--- src/rtl/bss_pkg.sv ---
package bss_pkg;
  typedef enum logic [2:0] {
    SQ_OFF      = 3'd0,
    SQ_WAIT_PG  = 3'd1,
    SQ_RAMP     = 3'd2,
    SQ_REG      = 3'd3,
    SQ_PAUSE    = 3'd4,
    SQ_RETRY    = 3'd5
  } sq_state_e;

  function automatic logic drives_output(input sq_state_e s);
    return (s == SQ_RAMP) || (s == SQ_REG) || (s == SQ_RETRY);
  endfunction

  function automatic logic ramp_active(input sq_state_e s);
    return (s == SQ_RAMP) || (s == SQ_RETRY) || (s == SQ_PAUSE);
  endfunction
endpackage

--- src/rtl/bss_pg_filter.sv ---
module bss_pg_filter #(
  parameter int SUP_W    = 8,
  parameter int POR_RISE = 172,
  parameter int POR_FALL = 148
) (
  input  logic             clk,
  input  logic             rst_n,
  input  logic [SUP_W-1:0] supply_code,
  output logic             pg_ok
);
  localparam logic [SUP_W-1:0] RISE_C = SUP_W'(POR_RISE);
  localparam logic [SUP_W-1:0] FALL_C = SUP_W'(POR_FALL);

  logic above_rise, above_fall;
  assign above_rise = (supply_code >= RISE_C);
  assign above_fall = (supply_code >= FALL_C);

  always_ff @(posedge clk or negedge rst_n) begin
    if (!rst_n) pg_ok <= 1'b0;
    else        pg_ok <= pg_ok ? above_fall : above_rise;
  end

  // turn-on at the rising threshold
  p_pg_rise_r2: assert property (@(posedge clk) disable iff (!rst_n)
    (!pg_ok && above_rise) |=> pg_ok);
  // band keeps an asserted flag
  p_pg_hold_r2: assert property (@(posedge clk) disable iff (!rst_n)
    (pg_ok && above_fall) |=> pg_ok);
  // drop below falling threshold clears it
  p_pg_fall_r2: assert property (@(posedge clk) disable iff (!rst_n)
    (!above_fall) |=> !pg_ok);
endmodule

--- src/rtl/bss_ramp_gen.sv ---
module bss_ramp_gen #(
  parameter int REF_W    = 6,
  parameter int TICK_DIV = 4
) (
  input  logic             clk,
  input  logic             rst_n,
  input  logic             run,
  input  logic             restart,
  output logic [REF_W-1:0] level,
  output logic             done
);
  localparam logic [REF_W-1:0] FULL = {REF_W{1'b1}};
  localparam int DIV_W = (TICK_DIV > 1) ? $clog2(TICK_DIV) : 1;

  logic tick;

  generate
    if (TICK_DIV == 1) begin : g_nodiv
      assign tick = 1'b1;
    end else begin : g_div
      localparam logic [DIV_W-1:0] DIV_LAST = DIV_W'(TICK_DIV - 1);
      logic [DIV_W-1:0] div_q;
      always_ff @(posedge clk or negedge rst_n) begin
        if (!rst_n)                div_q <= '0;
        else if (!run || restart)  div_q <= '0;
        else if (div_q == DIV_LAST) div_q <= '0;
        else                       div_q <= div_q + 1'b1;
      end
      assign tick = (div_q == DIV_LAST);
    end
  endgenerate

  always_ff @(posedge clk or negedge rst_n) begin
    if (!rst_n)                      level <= '0;
    else if (!run || restart)        level <= '0;
    else if (tick && level != FULL)  level <= level + 1'b1;
  end

  assign done = run && tick && (level == FULL);

  // the clamp code moves by at most one step per cycle while ramping
  p_step_r4: assert property (@(posedge clk) disable iff (!rst_n)
    (run && !restart) |=> (level == $past(level)) || (level == $past(level) + 1'b1));
  // an idle ramp engine sits at zero
  p_idle_zero_r4: assert property (@(posedge clk) disable iff (!rst_n)
    (!run) |=> (level == '0));
endmodule

--- src/rtl/bss_seq_fsm.sv ---
module bss_seq_fsm
  import bss_pkg::*;
#(
  parameter int SILENT_RAMPS = 3
) (
  input  logic      clk,
  input  logic      rst_n,
  input  logic      pg_ok,
  input  logic      enable_in,
  input  logic      oc_trip,
  input  logic      ramp_done,
  output sq_state_e state,
  output logic      ramp_run,
  output logic      ramp_restart
);
  localparam int SIL_W = (SILENT_RAMPS > 1) ? $clog2(SILENT_RAMPS) : 1;
  localparam logic [SIL_W-1:0] SIL_LAST = SIL_W'(SILENT_RAMPS - 1);

  sq_state_e       nxt;
  logic [SIL_W-1:0] silent_q;
  logic            pause_end;

  assign pause_end = (state == SQ_PAUSE) && ramp_done && (silent_q == SIL_LAST);

  always_comb begin
    nxt = state;
    if (!pg_ok)          nxt = SQ_WAIT_PG;
    else if (!enable_in) nxt = SQ_OFF;
    else begin
      unique case (state)
        SQ_OFF, SQ_WAIT_PG: nxt = SQ_RAMP;
        SQ_RAMP, SQ_RETRY: begin
          if (oc_trip)        nxt = SQ_PAUSE;
          else if (ramp_done) nxt = SQ_REG;
        end
        SQ_REG:   if (oc_trip)   nxt = SQ_PAUSE;
        SQ_PAUSE: if (pause_end) nxt = SQ_RETRY;
        default:  nxt = SQ_WAIT_PG;
      endcase
    end
  end

  always_ff @(posedge clk or negedge rst_n) begin
    if (!rst_n) state <= SQ_WAIT_PG;
    else        state <= nxt;
  end

  always_ff @(posedge clk or negedge rst_n) begin
    if (!rst_n)                  silent_q <= '0;
    else if (state != SQ_PAUSE)  silent_q <= '0;
    else if (ramp_done)          silent_q <= (silent_q == SIL_LAST) ? '0 : silent_q + 1'b1;
  end

  assign ramp_run     = ramp_active(state);
  assign ramp_restart = (nxt != state) || ((state == SQ_PAUSE) && ramp_done);

  // a trip while driving moves to the silent pause
  p_trip_r7: assert property (@(posedge clk) disable iff (!rst_n)
    (pg_ok && enable_in && oc_trip && drives_output(state)) |=> (state == SQ_PAUSE));
  // trips during the pause do not end it early
  p_pause_deaf_r9: assert property (@(posedge clk) disable iff (!rst_n)
    (pg_ok && enable_in && state == SQ_PAUSE && !ramp_done) |=> (state == SQ_PAUSE));
  // power-good loss wins over everything
  p_pg_loss_r11: assert property (@(posedge clk) disable iff (!rst_n)
    (!pg_ok) |=> (state == SQ_WAIT_PG));
  // enable low disables
  p_disable_r6: assert property (@(posedge clk) disable iff (!rst_n)
    (pg_ok && !enable_in) |=> (state == SQ_OFF));
  // pause only exits into a retry ramp unless re-armed
  p_pause_exit_r8: assert property (@(posedge clk) disable iff (!rst_n)
    (state == SQ_PAUSE && pg_ok && enable_in) |=> (state == SQ_PAUSE || state == SQ_RETRY));
endmodule

--- src/rtl/buck_softstart_seq.sv ---
module buck_softstart_seq
  import bss_pkg::*;
#(
  parameter int SUP_W        = 8,
  parameter int POR_RISE     = 172,
  parameter int POR_FALL     = 148,
  parameter int REF_W        = 6,
  parameter int TICK_DIV     = 4,
  parameter int SILENT_RAMPS = 3
) (
  input  logic             clk,
  input  logic             rst_n,
  input  logic [SUP_W-1:0] supply_code,
  input  logic             enable_in,
  input  logic             oc_trip,
  output logic [REF_W-1:0] ss_ref,
  output logic             pwm_inhibit,
  output logic             in_regulation
);
  localparam logic [REF_W-1:0] FULL = {REF_W{1'b1}};

  logic             pg_ok;
  logic             ramp_run, ramp_restart, ramp_done;
  logic [REF_W-1:0] ramp_level;
  sq_state_e        state;

  bss_pg_filter #(.SUP_W(SUP_W), .POR_RISE(POR_RISE), .POR_FALL(POR_FALL)) u_pg (
    .clk(clk), .rst_n(rst_n), .supply_code(supply_code), .pg_ok(pg_ok));

  bss_ramp_gen #(.REF_W(REF_W), .TICK_DIV(TICK_DIV)) u_ramp (
    .clk(clk), .rst_n(rst_n), .run(ramp_run), .restart(ramp_restart),
    .level(ramp_level), .done(ramp_done));

  bss_seq_fsm #(.SILENT_RAMPS(SILENT_RAMPS)) u_fsm (
    .clk(clk), .rst_n(rst_n), .pg_ok(pg_ok), .enable_in(enable_in),
    .oc_trip(oc_trip), .ramp_done(ramp_done), .state(state),
    .ramp_run(ramp_run), .ramp_restart(ramp_restart));

  always_comb begin
    ss_ref = '0;
    if (state == SQ_REG)                            ss_ref = FULL;
    else if (state == SQ_RAMP || state == SQ_RETRY) ss_ref = ramp_level;
  end

  assign pwm_inhibit   = !drives_output(state);
  assign in_regulation = (state == SQ_REG);

  // regulation is entered only from a ramp that stood at full scale
  p_reg_entry_r5: assert property (@(posedge clk) disable iff (!rst_n)
    $rose(in_regulation) |-> ($past(ss_ref) == FULL) && !$past(pwm_inhibit));
  // regulation flag never coexists with inhibit
  p_reg_flag_r12: assert property (@(posedge clk) disable iff (!rst_n)
    in_regulation |-> !pwm_inhibit);
  // inhibited output carries a zero clamp code
  p_silent_ref_r3: assert property (@(posedge clk) disable iff (!rst_n)
    pwm_inhibit |-> (ss_ref == '0));
endmodule

--- config.mk ---
export PLATFORM = sky130hd
export DESIGN_NAME = buck_softstart_seq
export DESIGN_NICKNAME = d
export VERILOG_FILES = /design/src/rtl/bss_pkg.sv /design/src/rtl/bss_pg_filter.sv /design/src/rtl/bss_ramp_gen.sv /design/src/rtl/bss_seq_fsm.sv /design/src/rtl/buck_softstart_seq.sv
export SDC_FILE = /design/constraint.sdc
export NUM_CORES = 1
export LEC_CHECK = 0
export ABC_AREA = 1
export ABC_CLOCK_PERIOD_IN_PS = 2850
export BUFFER_PORTS_ARGS = -buffer_cell sky130_fd_sc_hd__buf_2
export CORE_UTILIZATION = 40
export CTS_BUF_LIST = sky130_fd_sc_hd__clkbuf_8
export CTS_CLUSTER_SIZE = 24
export DETAILED_ROUTE_END_ITERATION = 10
export SYNTH_ARGS = -nofsm -noshare
export SYNTH_HDL_FRONTEND = slang
export SYNTH_SLANG_ARGS = --single-unit
--- constraint.sdc ---
create_clock -name clk -period 2.85 [get_ports clk]
set_input_delay 0.4275 -clock clk [delete_from_list [all_inputs] [get_ports clk]]
set_output_delay 0.4275 -clock clk [all_outputs]
set_load 0.05 [all_outputs]
**Word level (Yosys, flattened, before mapping)**

Cells that the tools add are included.

- Add/sub/neg operators: 3
- $lt $le $gt $ge: 2
- Equal/unequal tests: 11
- Multiplexer cells: 17
- Reductions and logical operators: 18

Operator list:

| operator | count |
|---|---|
| 6-bit 2-to-1 mux | 4 |
| 3-bit 2-to-1 mux | 6 |
| 8-bit greater-or-equal comparator (second input constant) | 2 |
| 3-bit case mux with 4 select lines | 1 |
| 2-bit 2-to-1 mux | 5 |
| 6-bit by 1-bit adder with 6-bit output (second input constant) | 1 |
| 3-bit by 2-bit == test with 1-bit output (second input constant) | 2 |
| 3-bit == test (second input constant) | 2 |
| 6-bit == test (second input constant) | 1 |
| 1-bit logical OR | 6 |
| 6-bit != test (second input constant) | 1 |
| 1-bit logical AND | 5 |
| 2-bit by 1-bit adder with 2-bit output (second input constant) | 2 |
| 2-bit == test (second input constant) | 2 |
| 2-bit nonzero test | 2 |
| 2-bit OR reduction | 2 |
| 3-bit by 1-bit == test with 1-bit output (second input constant) | 1 |
| 3-bit zero test | 1 |
| 3-bit != test | 1 |
| 3-bit != test (second input constant) | 1 |
| 1-bit zero test | 2 |
| 1-bit 2-to-1 mux | 1 |

- Register bits: 14
- Input bits: 12
- Output and inout bits: 8
- Logic and storage cells: 56

**Depth between registers and ports, before layout**

- Word-level depth: 15
- Depth in mapped cells: 14
- Depth with buffers taken out: 13

**Hierarchy**

A second synthesis with hierarchy kept.

- Cells, all modules: 172
- Area total of the unflattened synthesis: 1,111.1 µm²

Modules (own cells, without submodules):

| module | times used | cells an instance | area an instance (µm²) |
|---|---|---|---|
| bss_ramp_gen | 1 | 63 | 498.0 |
| bss_seq_fsm | 1 | 64 | 407.9 |
| buck_softstart_seq | 1 | 32 | 130.1 |
| bss_pg_filter | 1 | 13 | 75.1 |

**Worst setup path before layout**

OpenSTA, ideal clock, no wires.

- Path kind: reg2out
- From: reg u_fsm.state[0]
- To: out ss_ref[0]
- Arrival time: 1.292 ns
- Required time: 2.423 ns
- Path slack: 1.130 ns
- Cell stages (with the launch flop): 5
- Buffers on the path: 0
- Cells stage by stage: dfstp_2 > nand3_2 > inv_2 > a21oi_1 > inv_1

RTL lines:

| what | RTL line | RTL |
|---|---|---|
| start: declaration | bss_seq_fsm.sv:12 | `output sq_state_e state,` |
| start signal: assignment | bss_seq_fsm.sv:45 | `else state <= nxt;` |
| 3-bit by 2-bit == test with 1-bit output | - |  |
| via in_regulation | buck_softstart_seq.sv:18 | `output logic in_regulation` |
| 6-bit 2-to-1 mux | buck_softstart_seq.sv:41 | `if (state == SQ_REG) ss_ref = FULL;` |
| end: declaration | buck_softstart_seq.sv:16 | `output logic [REF_W-1:0] ss_ref,` |

The timed path passes the listed nets, and every way through them passes these cells.

**Final worst setup path**

- From: reg u_fsm.state[0]
- To: out ss_ref[1]

- Cells in the longest elaborated chain, start to end: 4

Ends and longest elaborated chain:

| what | RTL line | RTL |
|---|---|---|
| 3-bit by 2-bit == test with 1-bit output or 3-bit == test (tied branches) | buck_softstart_seq.sv:42 | `else if (state == SQ_RAMP \|\| state == SQ_RETRY) ss_ref = ramp_level;` |
| 1-bit logical OR | buck_softstart_seq.sv:42 |  |
| 6-bit 2-to-1 mux | buck_softstart_seq.sv:42 |  |
| 6-bit 2-to-1 mux (*) | buck_softstart_seq.sv:41 |  |

Every way passes the cells marked *; elsewhere a longest branch is shown, timed or not.

==> reports/results.tsv <==
stage	metric	value	unit
status	outcome	completed	
worst_setup_path	startpoint	u_fsm.state[0]	
worst_setup_path	critPathCaptureType	output port	
sta	max_freq	0.503	GHz
yosys	syn-num-nets	148	
sta	worst_slack	860	ps
cells_and_area	n_antenna_cell	0	
sta	max_slew.worst_pin.slew	363	ps
cells_and_area	drive_gt1_share	36.6	%
sta	rsz0062_at_grt	false	
worst_setup_path	r2r_setup_slack	1090	ps
cts	worstSkewPairLatency	250	ps
cts	root_buffer	clkbuf_8	
power_and_ir_drop	p_sw	0.139	mW
yosys	synth_area_per_cell	7.69	µm²
yosys	synth_edf_count	0	
route	drt_wl_total	1990	µm
cells_and_area	final_nets	168	
power_and_ir_drop	p_leak	0.639	nW
cts	tritoncts	done	
worst_setup_path	arrival	1560	ps
route	ant_nets	0	
route	avgViaCountPerCell	4.78	
placement	finalWeightedCongestion	0.797	
sta	skew	4.28	ps
worst_setup_path	cp-start-kind	register	
yosys	synth.distinct_cells	28	
flow_run	drv_cap	0	
worst_setup_path	cp.depth	6	
route	drc	0	
sta	setup_tns	0	ps
min_path	hold_path.class	in2async	
cells_and_area	multi_input_area	563	µm²
cts	cts_max_level	1	
worst_setup_path	cp.required	2420	ps
route	num_vias	875	
yosys	synth_most_common_cell	nand2_1	
yosys	synthTopCellsByArea	dfrtp_1 (32%), nand2_1 (8.0%), inv_1 (7.6%)	
cells_and_area	syn_to_final_growth	14.1	%
cells_and_area	post-route-util	47.9	%
worst_setup_path	crit_path_end	ss_ref[1]	
global_routing	grt_pass1_wl	3310	µm
sta	slew_violations	0	
cts	cts_sinks	14	
yosys	syn-cell-area	0.00103	mm²
power_and_ir_drop	irDropWorstVdd	0.000255	V
worst_setup_path	crit_fanout	7	
cts	cts_buffer_depth	2	
worst_setup_path	r2r_start	u_ramp.level[0]	
cts	cts_resized	0	
global_routing	grt_max_degree	15	
power_and_ir_drop	comb_power_share	18.4	%
floorplanning	die_h	52.8	µm
yosys	synth-seq-area-share	34.1	%
floorplanning	die_area	0.00278	mm²
cells_and_area	fin_area	0.00118	mm²
route	firstDrtPassIters	4	
placement	place_area	0.00113	mm²
yosys	ys_ff_latch	14	
worst_setup_path	path_delay_family	flip-flops	
cells_and_area	fillCellCount	250	
placement	dp_hpwl	1560	µm
worst_setup_path	rr_worst_depth	13	
sta	final_hold_viol_count	0	
yosys	ys.flop_type	dfrtp_1	
sta	fin_crit	1990	ps
worst_setup_path	path_buf_inv	3	
floorplanning	rows	18	
cts	post_cts_buffers	0	
worst_setup_path	crit_type	reg2out	
cells_and_area	register_area	352	µm²
global_routing	antenna_found_initial	0	
floorplanning	die_w	52.8	µm
power_and_ir_drop	switching_share	30.1	%
floorplanning	ios	20	
worst_setup_path	crit_path_max_incr_delay	590	ps
floorplanning	core_area	0.00245	mm²
sta	relSlewSlack	75.8	%
power_and_ir_drop	p_total	0.463	mW
yosys	synth_area_leader_cell	dfrtp_1	
power_and_ir_drop	seqPwrFrac	45.6	%
cts	cts_buffers	3	
global_routing	grt_use_total	16.6	%
placement	dp_slack	1090	ps
placement	portBuffers	17	
yosys	yosys_warnings	0	
route	wl_per_cell	10.9	µm
global_routing	grt-ovfl-total	0	
route	dr.first_iter.drc_count	14	
yosys	async_reset_ff_share	100	%
cts	cts_hold_buffers	0	
yosys	postSynthCellCount	134	
worst_setup_path	crit_chain	inv_2 -> nand3_2 -> nand2_2 -> a21oi_1 -> inv_1 -> buf_2	
power_and_ir_drop	pwr-share-clk	36.0	%
sta	setup_violations	0	
cts	path_clk_slew	60	ps
yosys	synth_top_area_share	31.6	%
worst_setup_path	r2r_end	u_ramp.level[0]	
floorplanning	initial_utilization	42.0	%
yosys	ys_top_cells_by_count	nand2_1 (22), inv_1 (21), dfrtp_1 (13), nand2_2 (10), nor2_2 (10)	
worst_setup_path	cp_slowest_cell	dfstp_2	
sta	period_share	69.8	%
global_routing	grt_pass1_vias	826	
power_and_ir_drop	cellPowerDensity	394	mW/mm²
power_and_ir_drop	internal_power	0.324	mW
-- cell usage in the layout (no fill, tap or decap) --
master	count
inv_1	22
nand2_1	22
buf_2	17
dfrtp_1	13
nand2_2	10
nor2_2	10
nor2_1	8
a21oi_1	8
nand3_1	7
nand3_2	5
inv_2	4
o21ai_0	4
clkbuf_8	3
nand4_1	2
xnor2_1	2
xor2_1	2
ha_1	2
nor3_4	1
or2_2	1
nand3_4	1
nor2_4	1
nand2_4	1
nand3b_1	1
o21a_1	1
a31oi_1	1
mux2_2	1
nor3_1	1
o31ai_1	1
dfstp_2	1
-- area by class of cell --
type	instances	share of cell area, %
Clock buffer	3	3.51
Clock inverter	1	0.319
Inverter	25	7.98
Multi-Input combinational cell	93	47.9
Sequential cell	14	29.9
Tap cell	30	3.19
Timing Repair Buffer	17	7.23
-- power groups by stage --
stage	sequential [mW]	clock, mW	combinational (mW)
floorplan	0.211	0	0.0674
global placement	0.214	0	0.0851
detailed placement	0.214	0	0.0860
CTS	0.211	0.174	0.0865
global route	0.212	0.184	0.0942
finish	0.211	0.167	0.0853
-- cells by family after synthesis --
group | share of synthesized area, %
and+or+nand+nor | 39.8
buffers and inverters | 11.3
AOI/OAI and AO/OA | 7.89
DFF | 34.1
xor gates and xnor gates | 3.40
adders and majority gates | 2.43
muxes | 1.09
-- state kept, by name, indices dropped and copies added, names as in the netlist --
name and count:
u_ramp.g_div.div_q 2, u_fsm.silent_q 2, u_ramp.level 6, u_pg.pg_ok 1, u_fsm.state 3
-- per-layer routing --
metal | GRT usage [%] | share of wire (%)
met1 | 19.5 | 47
met5 | 0 | 0
met3 | 4.35 | 3.5
met4 | 7.02 | 1.1
met2 | 28.3 | 48
-- worst min path at each step --
stage	startpoint	to	slack, ps	depth (start not counted)
2_1_floorplan	rst_n	u_fsm.silent_q[0]	130	0
3_3_place_gp	rst_n	u_fsm.state[1]	350	1
3_5_place_dp	rst_n	u_fsm.state[1]	350	1
4_1_cts	rst_n	u_fsm.silent_q[0]	90	1
5_1_grt	rst_n	u_fsm.silent_q[0]	90	1
6_report	rst_n	u_fsm.silent_q[0]	70	1
-- stage by stage --
step,hold slack (ps),std cells
after floorplan,132,134
after global placement,351,179
after detailed placement,353,179
after CTS,86.3,183
after global routing,94.1,183
final,74.6,183
Power figures use the tool's default switching activity.
